**config.mk**
```make
export PLATFORM = sky130hd
export DESIGN_NAME = pulse_step_counter
export DESIGN_NICKNAME = d
export VERILOG_FILES = /design/src/rtl/pstep_pkg.sv /design/src/rtl/pstep_edge.sv /design/src/rtl/pstep_next.sv /design/src/rtl/pulse_step_counter.sv
export SDC_FILE = /design/constraint.sdc
export NUM_CORES = 1
export LEC_CHECK = 0
export BUFFER_PORTS_ARGS = -buffer_cell sky130_fd_sc_hd__buf_2
export CORE_ASPECT_RATIO = 0.7
export CORE_MARGIN = 3
export CORE_UTILIZATION = 29
export DETAILED_ROUTE_END_ITERATION = 7
export GPL_ROUTABILITY_DRIVEN = 0
export HOLD_SLACK_MARGIN = 0.02
export PLACE_DENSITY = 0.56
export SKIP_LAST_GASP = 1
export SLEW_MARGIN = 20
export SYNTH_ARGS = -nofsm -noshare
export SYNTH_HDL_FRONTEND = slang
export SYNTH_SLANG_ARGS = --single-unit
```
**constraint.sdc**
```tcl
create_clock -name clk -period 3.02 [get_ports clk]
set_input_delay 0.151 -clock clk [delete_from_list [all_inputs] [get_ports clk]]
set_output_delay 0.151 -clock clk [all_outputs]
set_load 0.02 [all_outputs]
```
**src/rtl/pstep_pkg.sv**
```systemverilog
package pstep_pkg;
    localparam int CODE_W  = 8;
    localparam int LOW_W   = 2;
    localparam int FIELD_W = CODE_W - LOW_W;
    localparam logic [FIELD_W-1:0] FIELD_MAX = {FIELD_W{1'b1}};
    localparam logic [CODE_W-1:0]  MID_CODE  = CODE_W'(1) << (CODE_W - 1);

    typedef enum logic {
        MODE_INC_ONLY = 1'b0,
        MODE_UPDOWN   = 1'b1
    } step_mode_e;

    typedef struct packed {
        logic [FIELD_W-1:0] field;
        logic [LOW_W-1:0]   low;
    } code_t;

    function automatic logic [FIELD_W-1:0] step_field(
        input logic [FIELD_W-1:0] cur,
        input step_mode_e         mode,
        input logic               up
    );
        logic [FIELD_W-1:0] nxt;
        if (mode == MODE_INC_ONLY) begin
            nxt = cur + 1'b1;
        end else if (up) begin
            nxt = (cur == FIELD_MAX) ? cur : cur + 1'b1;
        end else begin
            nxt = (cur == '0) ? cur : cur - 1'b1;
        end
        return nxt;
    endfunction
endpackage

```
**src/rtl/pstep_edge.sv**
```systemverilog
module pstep_edge #(
    parameter int SYNC_STAGES = 2
) (
    input  logic clk,
    input  logic rst,
    input  logic sig_in,
    output logic rise_o
);
    logic sig_s;
    logic sig_prev;

    generate
        if (SYNC_STAGES == 0) begin : g_nosync
            assign sig_s = sig_in;
        end else begin : g_sync
            logic [SYNC_STAGES-1:0] chain;
            always_ff @(posedge clk) begin
                if (rst) chain <= '1;
                else     chain <= {chain[SYNC_STAGES-2 >= 0 ? SYNC_STAGES-2 : 0 : 0], sig_in};
            end
            assign sig_s = chain[SYNC_STAGES-1];
        end
    endgenerate

    always_ff @(posedge clk) begin
        if (rst) sig_prev <= 1'b1;
        else     sig_prev <= sig_s;
    end

    assign rise_o = sig_s & ~sig_prev;
endmodule

```
**src/rtl/pstep_next.sv**
```systemverilog
module pstep_next
    import pstep_pkg::*;
(
    input  code_t      cur,
    input  step_mode_e mode,
    input  logic       up,
    output code_t      nxt
);
    always_comb begin
        nxt.field = step_field(cur.field, mode, up);
        nxt.low   = '0;
    end
endmodule

```
**src/rtl/pulse_step_counter.sv**
```systemverilog
module pulse_step_counter
    import pstep_pkg::*;
#(
    parameter int SYNC_STAGES = 2
) (
    input  logic              clk,
    input  logic              rst,
    input  logic              pulse_in,
    input  logic              dir_up,
    input  logic              updown_mode,
    input  logic              enable,
    input  logic              load_en,
    input  logic [CODE_W-1:0] load_code,
    output logic [CODE_W-1:0] code_out
);
    logic       rise;
    code_t      code_q;
    code_t      code_step;
    step_mode_e mode;

    assign mode = updown_mode ? MODE_UPDOWN : MODE_INC_ONLY;

    pstep_edge #(.SYNC_STAGES(SYNC_STAGES)) u_edge (
        .clk    (clk),
        .rst    (rst),
        .sig_in (pulse_in),
        .rise_o (rise)
    );

    pstep_next u_next (
        .cur  (code_q),
        .mode (mode),
        .up   (dir_up),
        .nxt  (code_step)
    );

    always_ff @(posedge clk) begin
        if (rst)                 code_q <= code_t'(MID_CODE);
        else if (load_en)        code_q <= code_t'(load_code);
        else if (rise && enable) code_q <= code_step;
    end

    assign code_out = code_q;


    reset_mid_chk: assert property (@(posedge clk) rst |=> code_out == MID_CODE);


    no_edge_hold_chk: assert property (@(posedge clk) disable iff (rst)
        (!rise && !load_en) |=> $stable(code_out));


    disabled_hold_chk: assert property (@(posedge clk) disable iff (rst)
        (!enable && !load_en) |=> $stable(code_out));


    load_wins_chk: assert property (@(posedge clk) disable iff (rst)
        load_en |=> code_out == $past(load_code));


    inc_wrap_chk: assert property (@(posedge clk) disable iff (rst)
        (rise && enable && !load_en && !updown_mode && code_out[CODE_W-1:LOW_W] == FIELD_MAX)
        |=> code_out == '0);


    top_sat_chk: assert property (@(posedge clk) disable iff (rst)
        (rise && enable && !load_en && updown_mode && dir_up && code_out[CODE_W-1:LOW_W] == FIELD_MAX)
        |=> code_out == {FIELD_MAX, {LOW_W{1'b0}}});


    bottom_sat_chk: assert property (@(posedge clk) disable iff (rst)
        (rise && enable && !load_en && updown_mode && !dir_up && code_out[CODE_W-1:LOW_W] == '0)
        |=> code_out == '0);


    low_clear_chk: assert property (@(posedge clk) disable iff (rst)
        (rise && enable && !load_en) |=> code_out[LOW_W-1:0] == '0);
endmodule

```
==> impl_metrics.toml, run 1 <==
[timing]
period_needed_ps = 1930
hold_viol = 0
finalMaxSlewViolations = 0
period_share_pct = 63.9
finClkSkew_ps = 2.12
relSlewSlack_pct = 74.8
rsz0062_at_grt = "false"
fmax_ghz = 0.518
worstMarginPinSlew_ps = 373
tns_ps = 0
setup_viol = 0

[global_routing]
grt_max_degree = 22
grt_pass1_wl_mm = 2.64
grt_usage_pct = 12.0
antenna_found_initial = 0
grt_pass1_vias = 572
grt_overflow = 0

[clock_network]
ctsHoldBuffers = 0
clk_pin_slew_ps = 70
clock_sinks = 11
cts_buffer_depth = 2
cts_resized = 0
cts_buffers = 3
root_buffer = "clkbuf_4"
cts_setup_buffers = 0
cts_max_level = 1
cts_tree = "yes"
worstSkewPairLatency_ps = 270

[setup_path]
worstPathRequired_ps = 3180
cp-start-kind = "flop"
reg2reg_from = "code_out[2]"
cp-startpoint = "code_out[2]"
worstPathMaxFanout = 9
crit_type = "flop to flop"
worstPathArrival_ps = 2090
end_kind = "flop"

[floorplan]
dieHeight_um = 46.5
core_sq_um = 2030
start_util_pct = 33.4
die_w_um = 63.8
die-area_sq_um = 2960
num_io_pins = 23
fp-row-count = 13

[layout]
drive_gt1_share_pct = 39.6
multiInputGateArea_sq_um = 420
seqCellArea_sq_um = 220
utilization_pct = 40.8
area_growth_pct = 22.3
diodes = 0
nets = 115
fillers = 226

[pwr]
peakVddDrop_mv = 0.198
p_leak_nw = 0.388
p_per_area_nw_per_um2 = 420

[routing]
ant_nets = 0
drt_iter0_drc = 5
via_per_inst = 4.84
post_drt_wl_per_cell_um = 12.8
totalWireLength_mm = 1.61
drt_first_pass_iters = 3
drcViolationCount = 0
vias = 610

[logic_synthesis]
synth_top_area_cell = "dfxtp_1"
synth.avg_cell_area_sq_um = 9.16
synth_edf_count = 0
ys_seq_area_share_pct = 32.5
synthCells = 74
ys_warn_count = 0
synth.most_common_cell = "dfxtp_1"
async_flop_share_pct = 0
synth_common_cells = "dfxtp_1, nor2_1, inv_1, nand2_1, o21ai_0"
synth_nets = 92
yosysUniqueCellTypes = 31
syn_area_sq_um = 678
yosysTopAreaCellShare_pct = 32.5
synthTopCellsByArea = "dfxtp_1, ha_1, mux2i_1"
synth-main-ff-cell = "dfxtp_1"
synth-seq-cells = 11

[job]
maxCapViolCount = 0

[hold_path]
min_from = "pulse_in"
hold_class = "input port to flop"

[placement]
portBuffers = 22
place_hpwl_mm = 1.24

[status]
status = "finished clean"
==> state kept, by name, summed over array words and instances, names as in the netlist <==
register and cells:
u_edge.g_sync.chain 2, u_edge.sig_prev 1, code_out 8
==> worst max-delay path, cell delays in order, from the launching register on <==
cell	delay [ps]
dfxtp_1	520
inv_1	110
ha_1	230
or4b_1	180
o22ai_2	80
a31oi_4	280
o21ai_0	160
a32o_1	270
==> metal layers <==
metal / wire (um) / track usage, % / vias up
li1: - / - / 317
met1: 829 / 15.7 / 279
met2: 687 / 18.5 / 14
met3: 90 / 4.88 / 0
met4: 0 / 2.58 / 0
met5: 0 / 0 / -
==> cells by family after synthesis <==
group | share of synthesized area (%)
XOR/XNOR | 1.29
flip-flops | 32.5
AND/OR/NAND/NOR | 24.0
buffers and inverters | 5.53
AO/OA/AOI/OAI | 26.8
multiplexers | 4.43
adder cells (fa/ha/maj) | 5.54
==> where the power goes <==
part	internal [mW]	switching, mW	leakage [nW]
logic	0.0386	0.0428	0.282
registers	0.154	0.0127	0.0907
clock network	0.0511	0.0489	0.0150
==> layout make-up <==
cell class,count,area share (%)
timing repair buffer,22,13.3
clock buffer,4,3.17
tap,30,4.52
inverter,4,1.81
multi-input combinational,55,50.7
sequential,11,26.5
==> final timing paths <==
| check | endpoint | cells past startpoint | slack (ps) |
|---|---|---|---|
| worst max-delay path | code_out[6] | 7 | 1090 |
| worst min-delay path | u_edge.g_sync.chain[0] | 2 | 60 |
| worst max register to register | code_out[6] | 7 | 1090 |
| worst min register to register | u_edge.g_sync.chain[1] | 1 | 420 |
==> cells in the final DEF (no fill, tap or decap), drive strengths merged, types with 2 or more instances in the layout <==
| master | n |
|---|---|
| nand2 | 4 |
| inv | 4 |
| ha | 3 |
| a22o | 3 |
| or2 | 3 |
| buf | 22 |
| o21ai | 4 |
| clkbuf | 4 |
| a21oi | 2 |
| a41o | 2 |
| a22oi | 3 |
| dfxtp | 11 |
| and3 | 2 |
| or4b | 2 |
| nor2 | 8 |
| a32o | 2 |
| nand2b | 2 |
| mux2i | 3 |
==> through the flow <==
step                      std cells  total power, mW  hold WS [ps]  instance area (sq um)  setup WS, ps
after floorplan                  74            0.225           255                    678          1210
after global placement          122            0.250           335                    803          1130
after detailed placement        122            0.252           337                    803          1090
after CTS                       126            0.356          49.6                    830          1070
after global routing            126            0.372          53.1                    830           906
final                           126            0.348          62.1                    830          1090
(Power assumes the default switching activity.)
==> inputs of run 2 (changes only) <==
--- a/config.mk
+++ b/config.mk
@@ -5,6 +5,7 @@
 export SDC_FILE = /design/constraint.sdc
 export NUM_CORES = 1
 export LEC_CHECK = 0
+export ABC_AREA = 1
 export BUFFER_PORTS_ARGS = -buffer_cell sky130_fd_sc_hd__buf_2
 export CORE_ASPECT_RATIO = 0.7
 export CORE_MARGIN = 3
@@ -12,7 +13,7 @@
 export DETAILED_ROUTE_END_ITERATION = 7
 export GPL_ROUTABILITY_DRIVEN = 0
 export HOLD_SLACK_MARGIN = 0.02
-export PLACE_DENSITY = 0.56
+export PLACE_DENSITY = 0.55
 export SKIP_LAST_GASP = 1
 export SLEW_MARGIN = 20
 export SYNTH_ARGS = -nofsm -noshare
==> constraint.sdc (replaced) <==
create_clock -name clk -period 1.8 [get_ports clk]
set_input_delay 0.09 -clock clk [delete_from_list [all_inputs] [get_ports clk]]
set_output_delay 0.09 -clock clk [all_outputs]
set_load 0.02 [all_outputs]
==> run 2 against run 1 <==
  * Combinational power increased by 100%
  * Register-to-register slack got worse by 840 ps
  * Sequential power increased by 71%
  * Critical path depth decreased by 1
  * Clock skew increased by 1.7 ps
  * Hold slack got worse by 31 ps
  * First-iteration DRC count increased to 3.8 times the previous value
  * Sequential cell count unchanged
  * Clock power increased by 150%
  * Core utilization decreased by 3.0 points
  * Global-route usage increased by 1.1 points
==> impl_metrics.toml, run 2 <==
[timing]
period_needed_ps = 1550
rsz0062_at_grt = "false"
finClkSkew_ps = 3.84
hold_viol = 0
fmax_ghz = 0.644
relSlewSlack_pct = 72.2
setup_viol = 0
finalMaxSlewViolations = 0
hold_ws_ps = 30.9
worstMarginPinSlew_ps = 416
period_share_pct = 86.2
tns_ps = 0

[pwr]
p_per_area_nw_per_um2 = 738
peakVddDrop_mv = 0.325
p_leak_nw = 0.487

[logic_synthesis]
syn_area_sq_um = 776
yosys.area_share.adder_pct = 4.84
ys_seq_area_share_pct = 28.4
synth.most_common_cell = "nand2_1"
synth_compound_area_share_pct = 9.03
synthCells = 126
ys_warn_count = 0
synthMuxAreaShare_pct = 0
synth_common_cells = "nand2_1, inv_1, nor2_1"
synth_top_area_cell = "dfxtp_1"
yosys.area_share.xor_xnor_pct = 1.13
synth-seq-cells = 11
synth-main-ff-cell = "dfxtp_1"
yosys.area_share.simple_pct = 45.5
synth_nets = 144
yosysUniqueCellTypes = 19
async_flop_share_pct = 0
yosysTopAreaCellShare_pct = 28.4
synth_top_family_by_area = "simple AND/OR/NAND/NOR gates"
synth_edf_count = 0
synth.avg_cell_area_sq_um = 6.16
synthTopCellsByArea = "dfxtp_1, nand2_1, nand3_1"

[layout]
largest_reg_flops = 8
layout_common_cells = "nand2_1, buf_2, inv_1, nor2_1, nand3_1"
nets = 167
diodes = 0
fillers = 285
layout_commonest_cell = "nand2_1"
area_growth_pct = 21.6
seqCellArea_sq_um = 220
drive_gt1_share_pct = 22.3
multiInputGateArea_sq_um = 469

[setup_path]
worstPathArrival_ps = 1720
critical-path-slowest-cell = "dfxtp_1"
cp-start-kind = "flop"
worstPathRequired_ps = 1970
crit_type = "flop to flop"
end_kind = "flop"
critPathMaxStageDelay_ps = 430
crit_path_cell_trace = "inv_1 -> ha_1 -> xor2_1 -> o21ai_0 -> nand2_1 -> a21oi_1"
worstPathMaxFanout = 7

[routing]
drt_first_pass_iters = 4
vias = 830
ant_nets = 0
via_per_inst = 4.56
drcViolationCount = 0
drt_iter0_drc = 19
post_drt_wl_per_cell_um = 11.1
totalWireLength_mm = 2.02

[global_routing]
grt_pass1_wl_mm = 3.32
grt_max_degree = 14
grt_overflow = 0
antenna_found_initial = 0
grt_pass1_vias = 730
grt_usage_pct = 13.1

[hold_path]
hold_class = "input port to flop"

[status]
status = "finished clean"

[placement]
portBuffers = 22
place_hpwl_mm = 1.63

[clock_network]
cts_tree = "yes"
cts_max_level = 1
root_buffer = "clkbuf_8"
ctsHoldBuffers = 0
cts_buffer_depth = 2
cts_resized = 0
worstSkewPairLatency_ps = 240
cts_setup_buffers = 0
clock_sinks = 11
cts_buffers = 3
clk_pin_slew_ps = 50

[floorplan]
die_w_um = 67.8
core_sq_um = 2500
dieHeight_um = 49.3
fp-row-count = 15
num_io_pins = 23
die-area_sq_um = 3340
start_util_pct = 31.1

[job]
maxCapViolCount = 0
## run 2: stage by stage
| stage | worst slack (ps) | std cells | total power [mW] | util [%] | area (sq um) |
|---|---|---|---|---|---|
| 2_1_floorplan | 303 | 126 | 0.406 | - | 776 |
| 3_3_place_gp | 281 | 178 | 0.453 | 36.0 | 898 |
| 3_5_place_dp | 279 | 178 | 0.456 | 36.0 | 898 |
| 4_1_cts | 244 | 182 | 0.702 | 37.8 | 943 |
| 5_1_grt | 72.4 | 182 | 0.743 | 37.8 | 943 |
| 6_report | 248 | 182 | 0.696 | 37.8 | 943 |
## run 2: critical path, delay by kind of cell (launching register included)
kind	cells	cell delay (ps)
AO/OA/AOI/OAI	2	340
adder cells (fa/ha/maj)	1	320
buffers and inverters	1	150
flip-flops	1	430
XOR/XNOR	1	160
AND/OR/NAND/NOR	1	80
## run 2: final cells by class
class | count | share of cell area [%]
multi-input cells | 96 | 49.7
well taps | 34 | 4.51
inverters | 15 | 5.97
clock buffers | 4 | 4.77
repair buffers | 22 | 11.7
flip-flops and latches | 11 | 23.3
## run 2: cells by family (layout without fill, tap and decap cells)
logic type | Yosys count | after routing
xor gates and xnor gates | 1 | 1
buffers and inverters | 19 | 41
and+or+nand+nor | 78 | 78
DFF | 11 | 11
AOI/OAI and AO/OA | 14 | 14
adders and majority gates | 3 | 3
## run 2: path summary, 6_finish.rpt
| path | from | to | slack (ps) | cells after the start |
|---|---|---|---|---|
| min | pulse_in | u_edge.g_sync.chain[0] | 30 | 2 |
| max | code_out[2] | code_out[3] | 250 | 6 |
| min reg2reg | u_edge.g_sync.chain[0] | u_edge.g_sync.chain[1] | 410 | 1 |
| max reg2reg | code_out[2] | code_out[3] | 250 | 6 |
## run 2: where the power goes
part | switching [mW] | leakage (nW) | internal, mW
registers | 0.0263 | 0.0909 | 0.260
logic | 0.100 | 0.373 | 0.0635
clock network | 0.0908 | 0.0228 | 0.155
total | 0.217 | 0.487 | 0.479
## run 2: layer usage
metal,wire [um],global-route usage (%),up-vias
met2,837,18.1,20
met3,124,5.30,0
li1,-,-,444
met5,0,0,-
met4,0,1.98,0
met1,1060,19.2,366
